===== src/rtl/ep_src_pkg.sv =====
package ep_src_pkg;
    typedef enum logic [1:0] {
        ST_IDLE   = 2'd0,
        ST_STREAM = 2'd1,
        ST_HOLD   = 2'd2
    } ep_state_t;
endpackage


===== src/rtl/ep_src_match.sv =====
module ep_src_match #(
    parameter int AW = 7
) (
    input  logic [AW-1:0] my_addr,
    input  logic [AW-1:0] sel_addr,
    output logic          hit
);
    always_comb hit = (my_addr == sel_addr);
endmodule


===== src/rtl/ep_src_count.sv =====
module ep_src_count #(
    parameter int CW = 11
) (
    input  logic          clk,
    input  logic          rst_n,
    input  logic          load,
    input  logic [CW-1:0] len,
    input  logic          dec,
    output logic [CW-1:0] left,
    output logic          last
);
    localparam logic [CW-1:0] ONE = CW'(1);

    always_ff @(posedge clk) begin
        if (!rst_n)
            left <= '0;
        else if (load)
            left <= len;
        else if (dec && left != '0)
            left <= left - ONE;
    end

    always_comb last = (left == ONE);
endmodule


===== src/rtl/ep_src_fsm.sv =====
module ep_src_fsm
    import ep_src_pkg::*;
(
    input  logic      clk,
    input  logic      rst_n,
    input  logic      go,
    input  logic      hold,
    input  logic      last,
    output ep_state_t state,
    output logic      wr_req,
    output logic      cap,
    output logic      load
);
    ep_state_t nxt;

    always_ff @(posedge clk) begin
        if (!rst_n) state <= ST_IDLE;
        else        state <= nxt;
    end

    always_comb begin
        nxt = state;
        unique case (state)
            ST_IDLE:   if (go) nxt = hold ? ST_HOLD : ST_STREAM;
            ST_STREAM: begin
                if (last)      nxt = ST_IDLE;
                else if (hold) nxt = ST_HOLD;
            end
            ST_HOLD:   if (!hold) nxt = ST_STREAM;
            default:   nxt = ST_IDLE;
        endcase
    end

    always_comb begin
        wr_req = (state == ST_STREAM);
        cap    = wr_req;
        load   = (state == ST_IDLE) && go;
    end
endmodule


===== src/rtl/ep_src_ret.sv =====
module ep_src_ret #(
    parameter int DW = 8
) (
    input  logic        clk,
    input  logic        rst_n,
    input  logic        cap,
    input  logic [DW-1:0] din,
    input  logic        hit,
    output logic [DW:0] ret_bus
);
    logic [DW:0] ret_q;

    always_ff @(posedge clk) begin
        if (!rst_n)   ret_q <= '0;
        else if (cap) ret_q <= {1'b1, din};
        else          ret_q <= '0;
    end

    always_comb ret_bus = hit ? ret_q : '0;
endmodule


===== src/rtl/ep_src_top.sv =====
module ep_src_top
    import ep_src_pkg::*;
#(
    parameter int AW = 7,
    parameter int DW = 8,
    parameter int CW = 11
) (
    input  logic          clk,
    input  logic          rst_n,
    input  logic [AW-1:0] my_addr,
    input  logic [AW-1:0] sel_addr,
    input  logic          start,
    input  logic [CW-1:0] req_len,
    input  logic          sink_stall,
    input  logic          pause,
    input  logic [DW-1:0] din,
    output logic          wr_req,
    output logic [DW:0]   ret_bus
);
    logic          hit, go, hold, last, cap, load;
    logic [CW-1:0] left_cnt;
    ep_state_t     state;

    always_comb begin
        go   = start && hit && (req_len != '0);
        hold = pause || sink_stall;
    end

    ep_src_match #(.AW(AW)) u_match (
        .my_addr(my_addr), .sel_addr(sel_addr), .hit(hit)
    );

    ep_src_count #(.CW(CW)) u_count (
        .clk(clk), .rst_n(rst_n), .load(load), .len(req_len),
        .dec(cap), .left(left_cnt), .last(last)
    );

    ep_src_fsm u_fsm (
        .clk(clk), .rst_n(rst_n), .go(go), .hold(hold), .last(last),
        .state(state), .wr_req(wr_req), .cap(cap), .load(load)
    );

    ep_src_ret #(.DW(DW)) u_ret (
        .clk(clk), .rst_n(rst_n), .cap(cap), .din(din), .hit(hit),
        .ret_bus(ret_bus)
    );
endmodule


===== config.mk =====
export PLATFORM = sky130hd
export DESIGN_NAME = ep_src_top
export DESIGN_NICKNAME = d
export VERILOG_FILES = /design/src/rtl/ep_src_pkg.sv /design/src/rtl/ep_src_match.sv /design/src/rtl/ep_src_count.sv /design/src/rtl/ep_src_fsm.sv /design/src/rtl/ep_src_ret.sv /design/src/rtl/ep_src_top.sv
export SDC_FILE = /design/constraint.sdc
export NUM_CORES = 1
export LEC_CHECK = 0
export BUFFER_PORTS_ARGS = -buffer_cell sky130_fd_sc_hd__clkbuf_2
export CELL_PAD_IN_SITES_DETAIL_PLACEMENT = 1
export CELL_PAD_IN_SITES_GLOBAL_PLACEMENT = 1
export CORE_UTILIZATION = 34
export CTS_CLUSTER_DIAMETER = 200
export DETAILED_ROUTE_END_ITERATION = 10
export PLACE_DENSITY_LB_ADDON = 0.1
export SLEW_MARGIN = 5
export SYNTH_ARGS = -nofsm -noshare
export SYNTH_HDL_FRONTEND = slang
export SYNTH_SLANG_ARGS = --single-unit

===== constraint.sdc =====
create_clock -name clk -period 2.3 [get_ports clk]
set_input_delay 0.345 -clock clk [delete_from_list [all_inputs] [get_ports clk]]
set_output_delay 0.345 -clock clk [all_outputs]
set_load 0.02 [all_outputs]

# Word level (Yosys, flattened, before mapping)
# Index checks and enable logic that the tools add are counted.
# word_totals
regBits	22
latch_bits	0
ramBits	0
romBits	0
input_bits	38
output_inout_bits	10
elab_cells	33
n_memories	0
# op_classes
n_addsub	1
n_mul	0
n_div	0
order_cmp	0
n_eq_ne	7
shifts	0
n_mux	10
bitwise_logic	0
reduce_logical	11
# ops
operator	count
11-bit two-way mux	2
11-bit nonzero test	2
9-bit two-way mux	2
11-bit by 1-bit equality test with 1-bit output (second input constant)	1
11-bit by 1-bit subtractor with 11-bit output (second input constant)	1
2-bit two-way mux	5
7-bit equality test	1
2-bit one-hot mux with 3 select lines	1
1-bit logical AND	4
3-bit by 2-bit != test with 1-bit output (second input constant)	1
3-bit AND reduction	1
2-bit by 1-bit equality test with 1-bit output (second input constant)	1
2-bit equality test (second input constant)	1
2-bit logical NOT	1
2-bit by 1-bit != test with 1-bit output (second input constant)	1
2-bit != test (second input constant)	1
2-bit AND reduction	1
2-bit nonzero test	1
1-bit logical OR	1

# Longest topological paths before layout
# Gate-level depths: netlist of run 1.
# depth
word_depth	5
depth_mapped	7

# Modules after synthesis
# Synthesis of run 1 repeated with hierarchy kept, for this count alone.
# hier_totals
cells_unflattened	135
area_unflattened_um2	1186.1
# by_module_without_submodules
mod	n_inst	cells_per_inst	area_per_inst_um2
ep_src_count	1	82	680.7
ep_src_ret	1	27	294.0
ep_src_fsm	1	11	97.6
ep_src_match	1	9	80.1
ep_src_top	1	6	33.8

# Least setup slack after synthesis of run 1
# No wires, ideal clock.
# synth_path
path_type	register -> register
startpoint	register u_count.left[0]
endpoint	register u_count.left[9]
setup_time_ns	0.120
arrival_time_ns	1.836
t_required_ns	2.180
path_slack_ns	0.344
stages_incl_launch_ff	8
n_path_buf	0
period_less_slack_ns	1.956
path_cell_list	dfxtp_1 inv_1 ha_1 or4b_4 o31ai_4 or2_4 nor3_2 o31a_1
# synth_via
elab_chain_len	3
# synth_lines
item	line_no	source
start, declared	ep_src_count.sv:9	output logic [CW-1:0] left,
start signal, assigned	ep_src_count.sv:18	left <= len;
start signal, assigned	ep_src_count.sv:20	left <= left - ONE;
11-bit by 1-bit subtractor with 11-bit output / 11-bit nonzero test (equally long branches)	ep_src_count.sv:20, ep_src_count.sv:19	
11-bit two-way mux / 1-bit logical AND (equally long branches)	ep_src_count.sv:19	else if (dec && left != '0)
11-bit two-way mux / 2-bit nonzero test (equally long branches)	--	
# Parallel ways exist; a longest one is shown, timed or not. The select of a mux whose other input is x is not followed.
# A chain may end at the register's enable or synchronous reset.

# Worst setup path after layout of run 1
# layout_path
startpoint	register u_count.left[1]
endpoint	register u_count.left[9]
# The elaborated chain is that of the path after synthesis.

==> flow_summary.yaml, run 1 <==
critical_path:
  critPathArrivalTime_ns: 2.42
  cp-start-kind: "flip-flop"
  path_max_fanout: 8
  r2r_end: "u_count.left[9]$_SDFFE_PN0P_"
  path_class: "flip-flop to flip-flop"
  critPathRequiredTime_ns: 2.53
  r2r_cells: 7
  worstSetupEndpointType: "flip-flop"
  worstReg2RegStart: "u_count.left[1]$_SDFFE_PN0P_"
  r2r_slack_ns: 0.11
global_routing:
  antenna_found_initial: 0
  grt-ovfl-total: 0
  grt_max_degree: 14
  grt_pass1_vias: 1169
  track_usage_pct: 20.2
  grt_pass1_wl_mm: 5.45
final_layout:
  final_cell_mix: "47 x clkbuf_2, 22 x dfxtp_1, 9 x and2_1"
  drive_gt1_share_pct: 38.4
  layout_commonest_cell: "clkbuf_2"
  fin_util_pct: 46.3
  layout.nets: 226
  final_cells: 231
  antennaDiodeCount: 0
  area_delta_synth_final_pct: 30.0
clocking:
  clk_pin_slew_ns: 0.14
  ctsHoldBuffers: 0
  cts_root_buffer: "clkbuf_4"
  h-tree-depth: 1
  clkLatencyLatePin_ns: 0.32
  cts_tree: "done"
  cts_sinks: 22
  cts_made_buffers: 3
  clk_path_buf_depth: 2
floorplan:
  initial_core_util_pct: 35.6
  num_io_pins: 48
  die_w_um: 61.3
  core_sq_mm: 0.00336
  row_count: 21
  die_y_um: 61.3
  die_area_sq_mm: 0.00376
logic_synthesis:
  ys_seq_area_share_pct: 36.8
  yosysWarnings: 0
  yosysTopAreaCell: "dfxtp_1"
  syn_nets: 173
  synthArstFlopShare_pct: 0
  synth_cells: 133
  synth_ff_type: "dfxtp_1"
  ys_ff_latch: 22
  synth_top_area_share_pct: 36.8
  yosys-top-cells-area: "dfxtp_1 37%, and2_1 4.7%, and3_1 4.2%"
  synth_cell_type_count: 43
  syn_area_per_cell_sq_um: 9.00
  synth-edff-count: 0
  synth_area_sq_mm: 0.00120
detailed_routing:
  ant_nets: 0
  route.detailed.drc: 0
  vias: 1199
  wl_mm: 3.40
  wl_per_cell_um: 14.7
  first_iter_violations: 37
  viasPerCell: 5.19
  dr.pass1.iters: 4
power_and_ir_drop:
  peakVddDrop_v: 0.000185
  p_leak_uw: 0.000745
  power_density_mw_per_mm2: 489
timing:
  setup_viol: 0
  setup_tns_ns: 0
  min_period_ns: 2.19
  finalHoldViolCount: 0
  report.final.slew_viol_count: 0
  relSlewSlack_pct: 72.6
  fmax_mhz: 456
  finClkSkew_ns: 0.00227
  worstMarginPinSlew_ns: 0.408
  rsz0062_at_grt: "false"
  post-route-period-util_pct: 95.4
job:
  max_cap_viol_count: 0
min_path:
  min_path_cells: 2
  min_from: "pause"
  hold_path_end: "u_fsm.state[0]$_SDFFE_PN0P_"
  min_path_type: "primary input to flip-flop"
placed_design:
  dp_cells: 223
  dp_hpwl_mm: 2.58
  routabilityCongestion: 0.827
  io_buffers: 47
outcome:
  outcome: "completed"
==> worst max path at each step <==
stage	endpoint	cells after the start	slack, ns	startpoint
3_5_place_dp	u_count.left[9]$_SDFFE_PN0P_	7	0.09	u_count.left[1]$_SDFFE_PN0P_
2_1_floorplan	u_count.left[9]$_SDFFE_PN0P_	7	0.34	u_count.left[0]$_SDFFE_PN0P_
3_3_place_gp	u_count.left[9]$_SDFFE_PN0P_	7	0.14	u_count.left[0]$_SDFFE_PN0P_
4_1_cts	u_count.left[9]$_SDFFE_PN0P_	7	0.05	u_count.left[1]$_SDFFE_PN0P_
6_report	u_count.left[9]$_SDFFE_PN0P_	7	0.11	u_count.left[1]$_SDFFE_PN0P_
5_1_grt	u_count.left[9]$_SDFFE_PN0P_	7	0.008	u_count.left[1]$_SDFFE_PN0P_
==> sequential cells by signal (all words and copies together), names as in the netlist <==
register / count
u_count.left: 11
u_ret.ret_q: 9
u_fsm.state: 2
==> final cells by class <==
class / count / area [sq um]
Sequential cell: 22 / 440
Fill cell: 437 / 1810
Multi-Input combinational cell: 101 / 703
Timing Repair Buffer: 54 / 288
Tap cell: 46 / 57.6
Clock buffer: 3 / 22.5
Inverter: 4 / 15.0
Clock inverter: 1 / 30.0
==> report_power, final <==
part,switching (uW),internal (uW)
Sequential,1.13,382
Clock,135,176
Combinational,31.5,35.6
Total,168,594
==> Yosys cell counts (2+ instances only) <==
cell type and instances:
nor2_1 8, inv_1 3, mux2i_1 2, nand2b_1 2, nand3_1 6, clkbuf_1 3, dfxtp_1 22, and2_1 9
o21a_1 2, and4_1 3, o2bb2ai_1 2, nand2_1 5, xnor2_1 4, xor2_1 4, nor4_1 4, nand4_1 2
o31a_1 2, a31oi_1 2, nor3_1 8, ha_1 2, a21oi_1 8, and3_1 8, o211a_1 2
==> stage by stage <==
stage	area [sq um]	hold WS (ns)	setup WS [ns]	power (uW)
final	1560	0.180	0.107	762
after global routing	1560	0.169	0.00778	793
after CTS	1520	0.171	0.0491	770
after detailed placement	1470	0.488	0.0948	459
after global placement	1470	0.470	0.138	456
after floorplan	1200	0.422	0.344	415
==> worst max-delay path, stage by stage (launching register included) <==
cell	delay, ns
dfxtp_1	0.35
inv_1	0.11
ha_2	0.22
or4b_4	0.51
o31ai_4	0.42
or2_4	0.23
nor3_2	0.04
o31a_1	0.23
==> cell families (layout without fill, tap and decap cells) <==
kind of cell	count (synthesis)	count (layout)	synth area share [%]
XOR/XNOR	8	8	5.85
buffers and inverters	10	62	4.70
multiplexers	2	2	1.67
AO/OA/AOI/OAI	25	25	16.6
adder cells (fa/ha/maj)	2	2	2.09
AND/OR/NAND/NOR	64	64	32.3
flip-flops	22	22	36.8
==> layer usage <==
| metal | vias up | track usage, % | part of all wire, % |
|---|---|---|---|
| met3 | 7 | 3.15 | 2.8 |
| met2 | 23 | 35.7 | 51 |
| met1 | 578 | 25.1 | 45 |
| li1 | 591 | - | - |
| met4 | 0 | 6.67 | 1.6 |
| met5 | - | 0 | 0 |
==> repair_timing <==
item	CTS	global route
setup endpoints to repair	0	4
gates resized for setup	0	1
buffers inserted	0	4
Note: power is estimated with default switching activity, not from simulation.
==> inputs of run 2 (changes only) <==
Settings changed: CORE_UTILIZATION 34 to 31, SYNTH_HIERARCHICAL set to 1.
Clock period 2.3 ns to 1.85 ns, I/O delays scaled along.
==> flow_summary.yaml, run 2 <==
outcome:
  outcome: "completed"
timing:
  setup_tns_ns: 0
  finalHoldViolCount: 0
  worstMarginPinSlew_ns: 0.435
  post-route-period-util_pct: 97.3
  min_period_ns: 1.80
  whs_ns: 0.253
  report.final.slew_viol_count: 0
  setup_viol: 0
  rsz0062_at_grt: "true"
  finClkSkew_ns: 0.00207
  relSlewSlack_pct: 70.7
  fmax_mhz: 556
global_routing:
  grt_max_degree: 20
  grt_pass1_wl_mm: 5.88
  antenna_found_initial: 0
  track_usage_pct: 18.6
  grt_pass1_vias: 1292
  grt-ovfl-total: 0
final_layout:
  seq_area_sq_um: 442
  layout.nets: 241
  layout_commonest_cell: "clkbuf_2"
  top_regs: "u_count/left (11), u_ret/ret_q (9), u_fsm/state (2)"
  fin_util_pct: 47.2
  final_cells: 248
  regMostFlops: "u_count/left"
  final_cell_mix: "45 x clkbuf_2, 21 x dfxtp_1, 15 x buf_4, 10 x and2_1, 10 x and3_1"
  n_fill_cell: 449
  largest_reg_flops: 11
  antennaDiodeCount: 0
  area_delta_synth_final_pct: 45.6
  drive_gt1_share_pct: 43.5
  multi_input_area_sq_um: 757
clocking:
  h-tree-depth: 1
  cts_tree: "done"
  clk_pin_slew_ns: 0.08
  cts_sinks: 22
  clkLatencyLatePin_ns: 0.26
  cts_root_buffer: "clkbuf_8"
  ctsHoldBuffers: 0
  cts_made_buffers: 3
  clk_path_buf_depth: 2
logic_synthesis:
  synth_cells: 135
  syn_area_per_cell_sq_um: 8.79
  yosysMostFrequentCell: "dfxtp_1"
  yosys-top-cells-area: "dfxtp_1 37%, and2_1 5.3%, and3_1 5.3%"
  synth_common_cells: "22 x dfxtp_1, 10 x and2_1, 10 x and3_1, 9 x a21oi_1"
  ys_seq_area_share_pct: 37.1
  synth_cell_type_count: 44
  synth_top_area_share_pct: 37.1
  synth-edff-count: 0
  syn_nets: 175
  ys_ff_latch: 22
  synth_area_sq_mm: 0.00119
  yosysTopAreaCell: "dfxtp_1"
  synth_ff_type: "dfxtp_1"
  synthArstFlopShare_pct: 0
  yosysWarnings: 6
detailed_routing:
  viasPerCell: 5.15
  dr.pass1.iters: 4
  wl_per_cell_um: 14.5
  first_iter_violations: 22
  vias: 1278
  ant_nets: 0
  route.detailed.drc: 0
  wl_mm: 3.61
power_and_ir_drop:
  pwr-share-seq_pct: 50.3
  p_int_uw: 728
  peakVddDrop_v: 0.000226
  p_clk_share_pct: 37.1
  sw_frac_of_total_pct: 23.2
  p_sw_uw: 220
  combPwrFrac_pct: 12.6
  p_total_uw: 948
  p_leak_uw: 0.000789
  power_density_mw_per_mm2: 549
placed_design:
  dp_cells: 241
  dp_hpwl_mm: 2.90
  io_buffers: 47
  routabilityCongestion: 0.890
min_path:
  hold_path_end: "u_ret/ret_q[1]$_SDFF_PN0_"
  min_path_cells: 2
  min_from: "din[1]"
  min_path_type: "primary input to flip-flop"
critical_path:
  path_cells: "buf_6 > xnor2_2 > nand4_1 > nor4_4 > nand2_1 > a31oi_1 > nor3b_2 > buf_4 > buf_6 > a21o_1 > o221a_2"
  crit_top_cell: "buf_6"
  r2r_end: "u_count/left[8]$_SDFFE_PN0P_"
  worstReg2RegStart: "u_count/left[4]$_SDFFE_PN0P_"
  critPathArrivalTime_ns: 2.01
  r2r_cells: 3
  slowest_stage: "nor4_4"
  crit_family: "simple AND/OR/NAND/NOR gates"
  critPathBufInv: 3
  cp-start-kind: "primary input"
  path_max_fanout: 6
  r2r_slack_ns: 0.11
  critPathRequiredTime_ns: 2.06
  critPathMaxStageDelay_ns: 0.26
  path_class: "primary input to flip-flop"
  worstSetupEndpointType: "flip-flop"
floorplan:
  die_w_um: 63.9
  die_area_sq_mm: 0.00408
  core_sq_mm: 0.00366
  die_y_um: 63.9
  initial_core_util_pct: 32.4
  row_count: 22
  num_io_pins: 48
job:
  max_cap_viol_count: 0
run 2: changes by cell type in the layout (fill, tap and decap cells not counted), sizes merged, moves of 3 or more:
cell / before / now
buf: 7 / 20
o21ai: 0 / 8
nor3: 9 / 4
a31oi: 2 / 6
nor2: 8 / 4
and4: 3 / 0
nand3: 6 / 3
or4: 1 / 4
xnor2: 4 / 7
run 2: cell type report:
type                    count  share of cell area (%)
clock buffers               4                    3.19
inverters                   5                    1.09
well taps                  48                    3.48
repair buffers             65                    22.8
flip-flops and latches     22                    25.6
multi-input cells         104                    43.8
run 2: timing repair:
item / in CTS / in global routing
gates resized for setup: 0 / 17
cloned: 0 / 0
endpoints found under the setup margin: 6 / 7
pin swaps: 1 / 10
buffers inserted: 0 / 3
run 2: worst max path at each step:
stage           startpoint                            to  slack, ns  cells after the start
2_1_floorplan  sel_addr[0]  u_count/left[7]$_SDFFE_PN0P_       -0.1                     10
3_3_place_gp   sel_addr[0]  u_count/left[9]$_SDFFE_PN0P_      -0.25                     11
3_5_place_dp   sel_addr[0]  u_count/left[5]$_SDFFE_PN0P_      -0.30                     11
4_1_cts        sel_addr[0]  u_count/left[5]$_SDFFE_PN0P_       0.09                     11
5_1_grt         my_addr[2]  u_count/left[9]$_SDFFE_PN0P_      -0.11                     11
6_report        my_addr[0]  u_count/left[6]$_SDFFE_PN0P_       0.05                     11
run 2: cells by family (layout without fill, tap and decap cells):
logic type | after synthesis | after routing | synth area share (%)
fa+ha+maj | 2 | 2 | 2.11
compound gates | 37 | 37 | 20.1
flops | 22 | 22 | 37.1
simple gates | 55 | 55 | 29.0
buf+inv | 9 | 74 | 4.22
xor+xnor | 10 | 10 | 7.38
run 2: per-stage QoR:
| step | worst slack (ns) | instance area (sq um) |
|---|---|---|
| 6_report | 0.0500 | 1730 |
| 5_1_grt | -0.112 | 1730 |
| 4_1_cts | 0.0944 | 1660 |
| 3_5_place_dp | -0.298 | 1610 |
| 3_3_place_gp | -0.247 | 1610 |
| 2_1_floorplan | -0.0999 | 1240 |
run 2: routing by layer:
layer | track usage [%] | vias to the layer above | share of wire (%)
met4 | 6.53 | 0 | 0.83
met1 | 22.7 | 599 | 46
met3 | 1.96 | 4 | 4.2
met5 | 0 | - | 0
met2 | 33.4 | 40 | 49
li1 | - | 635 | -
run 2: power groups by stage:
stage | clock network, uW | registers, uW | logic [uW]
after global placement | 0 | 488 | 111
after floorplan | 0 | 487 | 48.2
final | 352 | 477 | 119
after global routing | 382 | 478 | 130
after detailed placement | 0 | 488 | 113
after CTS | 366 | 477 | 114
run 2: worst reg2reg max path: cells and delay by family, from the launching register on:
kind,cells,cell delay (ns)
AND/OR/NAND/NOR,2,1.11
flip-flops,1,0.39
AO/OA/AOI/OAI,1,0.17
==> inputs of run 3 (changes only) <==
Settings changed: REMOVE_ABC_BUFFERS set to 1.
==> flow_summary.yaml, run 3 (synthesized netlist as in run 2, its figures left out) <==
final_layout:
  layout.nets: 240
  top_regs: "u_count/left (11), u_ret/ret_q (9), u_fsm/state (2)"
  regMostFlops: "u_count/left"
  antennaDiodeCount: 0
  area_delta_synth_final_pct: 41.5
  layout_commonest_cell: "clkbuf_2"
  final_cell_mix: "47 x clkbuf_2, 22 x dfxtp_1, 16 x buf_4, 10 x and2_1, 9 x and3_1"
  largest_reg_flops: 11
  drive_gt1_share_pct: 41.2
  n_fill_cell: 452
detailed_routing:
  wl_per_cell_um: 14.5
  ant_nets: 0
  route.detailed.drc: 0
  wl_mm: 3.58
  viasPerCell: 5.09
  dr.pass1.iters: 4
  first_iter_violations: 16
  vias: 1256
timing:
  whs_ns: 0.253
  worstMarginPinSlew_ns: 0.441
  finalHoldViolCount: 0
  fmax_mhz: 565
  setup_viol: 0
  setup_tns_ns: 0
  min_period_ns: 1.77
  post-route-period-util_pct: 95.6
  relSlewSlack_pct: 70.3
  finClkSkew_ns: 0.00235
  rsz0062_at_grt: "true"
  report.final.slew_viol_count: 0
min_path:
  min_path_type: "primary input to flip-flop"
  min_from: "din[7]"
  min_path_cells: 2
clocking:
  cts_tree: "done"
  cts_sinks: 22
  cts_made_buffers: 3
  clk_pin_slew_ns: 0.08
  clk_path_buf_depth: 2
  clkLatencyLatePin_ns: 0.26
  post_cts_buffers: 0
  h-tree-depth: 1
  cts_root_buffer: "clkbuf_8"
global_routing:
  grt_pass1_wl_mm: 5.86
  antenna_found_initial: 0
  track_usage_pct: 18.4
  grt_pass1_vias: 1289
  grt-ovfl-total: 0
  grt_max_degree: 20
power_and_ir_drop:
  p_total_uw: 934
  p_leak_uw: 0.000757
  power_density_mw_per_mm2: 557
  peakVddDrop_v: 0.000267
floorplan:
  num_io_pins: 48
  core_sq_mm: 0.00366
  initial_core_util_pct: 32.4
  die_w_um: 63.9
  row_count: 22
  die_y_um: 63.9
  die_area_sq_mm: 0.00408
critical_path:
  critPathRequiredTime_ns: 2.04
  worstSetupEndpointType: "flip-flop"
  critPathArrivalTime_ns: 1.96
  startpoint: "u_count/left[0]$_SDFFE_PN0P_"
  r2r_cells: 6
  cp-start-kind: "flip-flop"
  path_max_fanout: 5
  path_class: "flip-flop to flip-flop"
  worstReg2RegStart: "u_count/left[0]$_SDFFE_PN0P_"
placed_design:
  dp_hpwl_mm: 2.89
  io_buffers: 47
  routabilityCongestion: 0.887
outcome:
  outcome: "completed"
job:
  max_cap_viol_count: 0
==> run 3: what timing repair did <==
action / in CTS / in global routing
endpoints found under the setup margin: 5 / 9
hold buffers: 0 / 0
gates resized for setup: 1 / 11
pin swaps: 0 / 1
==> run 3: area by class of cell <==
type	instances	area [sq um]	share of cell area [%]
clock buffers	4	55.1	3.28
repair buffers	64	367	21.8
well taps	48	60.1	3.58
inverters	5	18.8	1.12
flip-flops and latches	22	440	26.2
multi-input cells	104	737	43.9
==> run 3: final timing paths <==
kind	end	slack, ns
worst max-delay path	u_count/left[5]$_SDFFE_PN0P_	0.08
worst min-delay path	u_ret/ret_q[7]$_SDFF_PN0_	0.25
worst max register to register	u_count/left[5]$_SDFFE_PN0P_	0.08
worst min register to register	u_count/left[7]$_SDFFE_PN0P_	0.55
==> run 3: metrics by stage <==
| step | std cells | setup slack, ns | area [sq um] | utilization (%) |
|---|---|---|---|---|
| after floorplan | 131 | -0.863 | 1150 | - |
| after global placement | 243 | -0.237 | 1580 | 43.1 |
| after detailed placement | 243 | -0.306 | 1580 | 43.1 |
| after CTS | 247 | 0.0669 | 1640 | 44.7 |
| after global routing | 247 | -0.0689 | 1680 | 45.8 |
| final | 247 | 0.0807 | 1680 | 45.8 |
==> run 3: per-layer routing <==
metal / wire length (um) / track usage [%] / share of wire, %
met5: 0 / 0 / 0
met4: 17 / 5.11 / 0.47
met1: 1540 / 20.7 / 43
met2: 1870 / 34.6 / 52
met3: 155 / 3.39 / 4.3
==> run 3: where the power goes <==
| part | leakage [uW] | internal, uW | switching [uW] |
|---|---|---|---|
| clock | 0.0000288 | 190 | 160 |
| sequential | 0.000177 | 475 | 2.25 |
| combinational | 0.000551 | 57.1 | 50.2 |
==> run 3: critical path: stages, from the launching register on <==
cell and delay, ns:
dfxtp_1 0.41, inv_1 0.10, ha_1 0.23, buf_4 0.15, a41o_1 0.23, or4_1 0.41, a31oi_1 0.16
